--- src/rtl/cpg_pkg.sv ---
package cpg_pkg;

    localparam int NCOP  = 4;
    localparam int CW    = $clog2(NCOP);
    localparam int EXC_W = 5;

    localparam logic [EXC_W-1:0] EXC_NONE = 5'd0;
    localparam logic [EXC_W-1:0] EXC_RI   = 5'd10;
    localparam logic [EXC_W-1:0] EXC_CPU  = 5'd11;

    typedef enum logic [1:0] {
        RES_EXEC = 2'd0,
        RES_NOP  = 2'd1,
        RES_ZERO = 2'd2,
        RES_EXC  = 2'd3
    } res_e;

    typedef enum logic [1:0] {
        KIND_OTHER = 2'd0,
        KIND_STORE = 2'd1,
        KIND_MFROM = 2'd2,
        KIND_SPARE = 2'd3
    } kind_e;

    typedef struct packed {
        res_e              res;
        logic [EXC_W-1:0]  code;
        logic [CW-1:0]     cop;
    } verdict_t;

endpackage

--- src/rtl/cpg_usable_reg.sv ---
module cpg_usable_reg
    import cpg_pkg::*;
(
    input  logic            clk,
    input  logic            rst_n,
    input  logic            legacy,
    input  logic [NCOP-1:0] attached,
    input  logic            wr_en,
    input  logic [NCOP-1:0] wr_data,
    output logic [NCOP-1:0] usable
);

    logic [NCOP-1:0] allow;

    // Unit 3 keeps its bit only as a compatibility flag; its right to be set
    // follows the floating-point unit strap. All other bits follow their own.
    for (genvar i = 0; i < NCOP; i++) begin : g_mask
        localparam int SRC = (i == 3) ? 1 : i;
        assign allow[i] = legacy | attached[SRC];
    end

    always_ff @(posedge clk or negedge rst_n) begin
        if (!rst_n) begin
            usable <= '0;
        end else if (wr_en) begin
            usable <= wr_data & allow;
        end
    end

endmodule

--- src/rtl/cpg_classify.sv ---
module cpg_classify
    import cpg_pkg::*;
(
    input  logic            legacy,
    input  logic            isa_base,
    input  logic [NCOP-1:0] usable,
    input  logic [NCOP-1:0] attached,
    input  logic [CW-1:0]   cop,
    input  kind_e           kind,
    input  logic            cop1x,
    input  logic            dword,
    output verdict_t        verdict
);

    logic [CW-1:0] en_idx;
    logic [CW-1:0] unit_idx;
    logic          writes_dest;

    always_comb begin
        // Extended FP ops always target unit 1 but are gated by a mode-chosen bit.
        if (cop1x) begin
            en_idx   = legacy ? CW'(3) : CW'(1);
            unit_idx = CW'(1);
        end else begin
            en_idx   = cop;
            unit_idx = cop;
        end
        writes_dest = (kind == KIND_STORE) || (kind == KIND_MFROM);
    end

    always_comb begin
        verdict.res  = RES_EXEC;
        verdict.code = EXC_NONE;
        verdict.cop  = '0;
        if (isa_base && dword) begin
            verdict.res  = RES_EXC;
            verdict.code = EXC_RI;
        end else if (!usable[en_idx]) begin
            verdict.res  = RES_EXC;
            verdict.code = EXC_CPU;
            verdict.cop  = en_idx;
        end else if (!attached[unit_idx]) begin
            verdict.res  = writes_dest ? RES_ZERO : RES_NOP;
        end
    end

endmodule

--- src/rtl/cpg_report.sv ---
module cpg_report
    import cpg_pkg::*;
(
    input  logic             clk,
    input  logic             rst_n,
    input  logic             ins_valid,
    input  verdict_t         verdict,
    output logic             res_valid,
    output logic [1:0]       res_code,
    output logic [EXC_W-1:0] exc_code,
    output logic [CW-1:0]    exc_cop
);

    typedef enum logic {
        ST_IDLE   = 1'b0,
        ST_REPORT = 1'b1
    } state_e;

    state_e   state_q, state_d;
    verdict_t held_q;

    always_comb begin
        state_d = state_q;
        unique case (state_q)
            ST_IDLE:   state_d = ins_valid ? ST_REPORT : ST_IDLE;
            ST_REPORT: state_d = ins_valid ? ST_REPORT : ST_IDLE;
            default:   state_d = ST_IDLE;
        endcase
    end

    always_ff @(posedge clk or negedge rst_n) begin
        if (!rst_n) begin
            state_q <= ST_IDLE;
        end else begin
            state_q <= state_d;
        end
    end

    always_ff @(posedge clk or negedge rst_n) begin
        if (!rst_n) begin
            held_q <= '0;
        end else if (ins_valid) begin
            held_q <= verdict;
        end else begin
            held_q <= '0;
        end
    end

    always_comb begin
        res_valid = (state_q == ST_REPORT);
        res_code  = held_q.res;
        exc_code  = held_q.code;
        exc_cop   = held_q.cop;
    end

endmodule

--- src/rtl/cop_gate_top.sv ---
module cop_gate_top
    import cpg_pkg::*;
(
    input  logic             clk,
    input  logic             rst_n,
    input  logic             arch_legacy,
    input  logic             isa_base,
    input  logic [NCOP-1:0]  attached_i,
    input  logic             sr_wr_en,
    input  logic [NCOP-1:0]  sr_wr_data,
    output logic [NCOP-1:0]  sr_rd_data,
    input  logic             ins_valid,
    input  logic [CW-1:0]    ins_cop,
    input  logic [1:0]       ins_kind,
    input  logic             ins_cop1x,
    input  logic             ins_dword,
    output logic             res_valid,
    output logic [1:0]       res_code,
    output logic [EXC_W-1:0] exc_code,
    output logic [CW-1:0]    exc_cop
);

    logic [NCOP-1:0] usable;
    verdict_t        verdict;

    cpg_usable_reg u_usable (
        .clk      (clk),
        .rst_n    (rst_n),
        .legacy   (arch_legacy),
        .attached (attached_i),
        .wr_en    (sr_wr_en),
        .wr_data  (sr_wr_data),
        .usable   (usable)
    );

    cpg_classify u_classify (
        .legacy   (arch_legacy),
        .isa_base (isa_base),
        .usable   (usable),
        .attached (attached_i),
        .cop      (ins_cop),
        .kind     (kind_e'(ins_kind)),
        .cop1x    (ins_cop1x),
        .dword    (ins_dword),
        .verdict  (verdict)
    );

    cpg_report u_report (
        .clk       (clk),
        .rst_n     (rst_n),
        .ins_valid (ins_valid),
        .verdict   (verdict),
        .res_valid (res_valid),
        .res_code  (res_code),
        .exc_code  (exc_code),
        .exc_cop   (exc_cop)
    );

    assign sr_rd_data = usable;

endmodule

--- config.mk ---
export PLATFORM = sky130hd
export DESIGN_NAME = cop_gate_top
export DESIGN_NICKNAME = d
export VERILOG_FILES = /design/src/rtl/cpg_pkg.sv /design/src/rtl/cpg_usable_reg.sv /design/src/rtl/cpg_classify.sv /design/src/rtl/cpg_report.sv /design/src/rtl/cop_gate_top.sv
export SDC_FILE = /design/constraint.sdc
export NUM_CORES = 1
export LEC_CHECK = 0
export BUFFER_PORTS_ARGS = -buffer_cell sky130_fd_sc_hd__buf_2
export CAP_MARGIN = 5
export CORE_MARGIN = 2
export CORE_UTILIZATION = 35
export DETAILED_ROUTE_END_ITERATION = 12
export GPL_TIMING_DRIVEN = 1
export PLACE_DENSITY = 0.68
export RECOVER_POWER = 25
export SYNTH_ARGS = -nofsm -noshare
export SYNTH_HDL_FRONTEND = slang
export SYNTH_SLANG_ARGS = --single-unit
--- constraint.sdc ---
create_clock -name clk -period 1.2 [get_ports clk]
set_input_delay 0.12 -clock clk [delete_from_list [all_inputs] [get_ports clk]]
set_output_delay 0.12 -clock clk [all_outputs]
set_load 0.01 [all_outputs]
==> run summary <==
The run finished with clean final reports. The tools report the critical path endpoint category as a flip-flop. For the number of levels in the clock H-tree, the log shows 1. The sequential share of the synthesized area was 51.3%. TritonCTS built the clock tree. The total of endpoints with negative setup slack in the final report is 0, and the share of cells above drive strength 1 is 41.8%.

Input and output buffers added on the ports amount to 31. The routed design has 1260 um of wire. Walking the worst path, the cells encountered are mux2i_1 > o22ai_2 > a211o_1 > a21oi_2. The clock-pin slew reported for the worst setup and hold paths after clock tree synthesis was 0.07 ns. In the layout the commonest cells are 30 x sky130_fd_sc_hd__buf_2, 11 x sky130_fd_sc_hd__dfrtp_1, 7 x sky130_fd_sc_hd__inv_1. Cell at the root of the clock tree: sky130_fd_sc_hd__clkbuf_4. The core region is 0.00147 mm2. The count of final hold-check violations came out at 0.

In this run the worst setup path begins at u_usable.usable[3]. For the final antenna-violating net count, the log shows 0. The share of synthesized registers carrying an async set or reset is 100%, and the internal power component is 636 uW. Setup repair after global routing could not meet its margin everywhere.

The number of buffers and inverters on the critical path is 0. Of the total power, combinational logic draws 24.1%. The clock tree skew after final layout was 0.00454 ns.

The number of antenna repair diodes is 0. The post-synthesis cell area came out at 537 um2. The category of cells accounting for the largest share of critical-path delay was compound AO/OA/AOI/OAI gates. The predominant post-synthesis flop cell was sky130_fd_sc_hd__dfrtp_1. The synthesized design contains 0 enable-type register cells. Using the TritonRoute via totals, the vias-per-cell ratio works out to 4.87. Per report_power, the sequential group accounts for 47.6% of the total.

Derived from the worst setup path, the maximum achievable clock frequency is 0.878 GHz. For the pin with the worst max-slew slack, the measured transition is 0.557 ns. First-iteration detailed-routing DRC count: 2. The worst hold margin was 0.00954 ns; the worst slack after detailed placement was 0.0124 ns.

The critical path data required time was 1.39 ns; the number of storage elements in the synthesis netlist was 11. The count of standard-cell rows is 14. The min-delay analysis places its worst path in the category in -> reg.

Synthesis-to-finish area growth: 40.6%. The tree built by TritonCTS fans out to 11 sinks. The worst setup path is launched from a flip-flop.

The share of total power dissipated in the clock network is 28.4%. Startpoint of the worst-slack reg-to-reg timing path: u_usable.usable[3]. Yosys mapped the design onto 22 distinct sky130hd cell types. The logs give 0 for the max-slew violation count and 0 for the max-capacitance violation count. The finished cells cover 754 um2. The weighted congestion reported at the end of routability-driven placement was 0.716. The first global-routing pass estimated 2090 um of wire. In this run the register-to-register setup slack is 0.06 ns. Counting every instance in the synthesized netlist gives 54. Yosys printed 0 warnings. Of the available clock period, the critical path in the final layout requires 94.9%.

Detailed-route wire length per cell: 11.8 um. The run gives 0.26 ns as the clock latency on the worst-skew pair. Pin placement for this block handled 34 I/O pins. The fraction of power spent switching nets is 28.1%. The tools report the number of antenna violations at the first check in global routing as 0. No sink is reached through more buffers than the 2 on the longest clock path. In this run the worst path has a maximum fanout of 3.

For this run, the detailed router's first-pass iteration total came to 2. The run gives 526 as the number of global-route vias before repair. The tools report the hold path startpoint as ins_valid.

The total number of nets in the final design was 112; the cell area power density was 1170 mW/mm2. The critical path is of the reg -> reg type. For this run, the slowest stage of the critical path takes 0.40 ns.

Headroom to the max-slew limit came out at 62.8%. Most common library cell in the layout ignoring fill and taps: sky130_fd_sc_hd__buf_2. VDD sags by at most 492 uV.

In this run the power spent charging and discharging nets is 249 uW. The arrival time at the worst endpoint came out at 1.33 ns. Synthesized area divided by synthesized cell count: 9.94 um2. Summed over all layers, the global routing overflow is 0. The chip width is 43.2 um, and the area of the die is 0.00186 mm2. CTS buffer count: 3. The effective utilization at floorplan was 36.5%. The placed instances occupy a cell area of 693 um2.

After detailed routing, the number of remaining DRC violations is 0. For this design, the slowest cell found on the critical path is sky130_fd_sc_hd__dfrtp_1. Across all layers, the routed design uses 521 vias. Counting I/O delays and the setup requirement, the final critical path takes 1.14 ns. Entering global routing, the biggest net connects 12 pins. For this design the static power due to leakage is 0.000415 uW. The die is 43.2 um tall.

In the post-route analysis, the smallest setup slack over all paths is 0.0606 ns. Global routing consumed, over all layers together, 15.3% of the routing resources.
[cells by family (layout without fill, tap and decap cells)]
group	Yosys count	after routing	synth area share, %
other cells	1	2	0.699
xor+xnor	1	1	1.63
flops	11	11	51.3
compound gates	15	15	19.3
mux	4	4	7.46
simple gates	12	12	10.5
buf+inv	10	46	9.09
[path summary, 6_finish.rpt]
| path | cells past startpoint | endpoint |
|---|---|---|
| worst min register to register | 2 | u_usable.usable[0] |
| min in group asynchronous | 2 | u_report.res_valid |
| worst min-delay path | 1 | u_report.res_valid |
| worst max-delay path | 4 | u_report.exc_cop[1] |
| worst max register to register | 4 | u_report.exc_cop[1] |
| max in group asynchronous | 2 | u_usable.usable[0] |
[through the flow]
| stage | utilization, % | total power [uW] | instances | setup TNS, ns |
|---|---|---|---|---|
| 2_1_floorplan | - | 531 | 55 | 0 |
| 4_1_cts | 50.6 | 884 | 106 | 0 |
| 3_5_place_dp | 47.1 | 624 | 99 | 0 |
| 3_3_place_gp | 47.1 | 620 | 99 | 0 |
| 5_1_grt | 51.3 | 934 | 107 | -0.0116 |
| 6_report | 51.3 | 884 | 107 | 0 |
[synth_stat cells, drive strengths merged, types with 2 or more instances]
cell type	number	area share, %
buf	3	4.2
o211ai	2	2.8
dfrtp	11	51
a21oi	2	1.9
nand2	4	2.8
inv	7	4.9
o22ai	3	4.7
nand2b	2	2.3
o21ai	4	3.7
nor2	3	2.1
mux2i	4	7.5
[power groups by stage]
stage	logic [uW]	registers (uW)	clock network, uW
final	213	421	251
after global routing	236	423	274
after CTS	207	422	255
after detailed placement	193	431	0
after global placement	192	428	0
after floorplan	82.5	449	0
[flip-flops by register name, indices dropped and copies added (netlist names)]
name and count:
u_report.exc_cop 2, u_report.res_code 2, u_report.exc_code 2, u_usable.usable 4, u_report.res_valid 1
[metal layers]
layer	vias up	part of all wire (%)	routed length (um)	global-route usage [%]
li1	253	-	-	-
met1	243	39	496	17.1
met2	23	52	661	26.6
met3	2	7.8	98	5.11
met4	0	0.48	6	5.45
met5	-	0	0	0
[layout make-up]
type | instances | area [um2]
clock buffer | 4 | 26.3
fill | 149 | 717
inverter | 7 | 26.3
multi-input combinational | 34 | 220
sequential | 11 | 275
tap | 16 | 20.0
timing repair buffer | 35 | 186
[repair_timing]
| action | 4_1_cts | 5_1_grt |
|---|---|---|
| setup endpoints to repair | 1 | 2 |
| pin swaps | 0 | 1 |
| gates resized for setup | 0 | 1 |
| endpoints found under the hold margin | 11 | 0 |
| hold buffers | 1 | 0 |
| buffers inserted | 2 | 1 |
No activity file was read; power rests on OpenSTA's default activity.
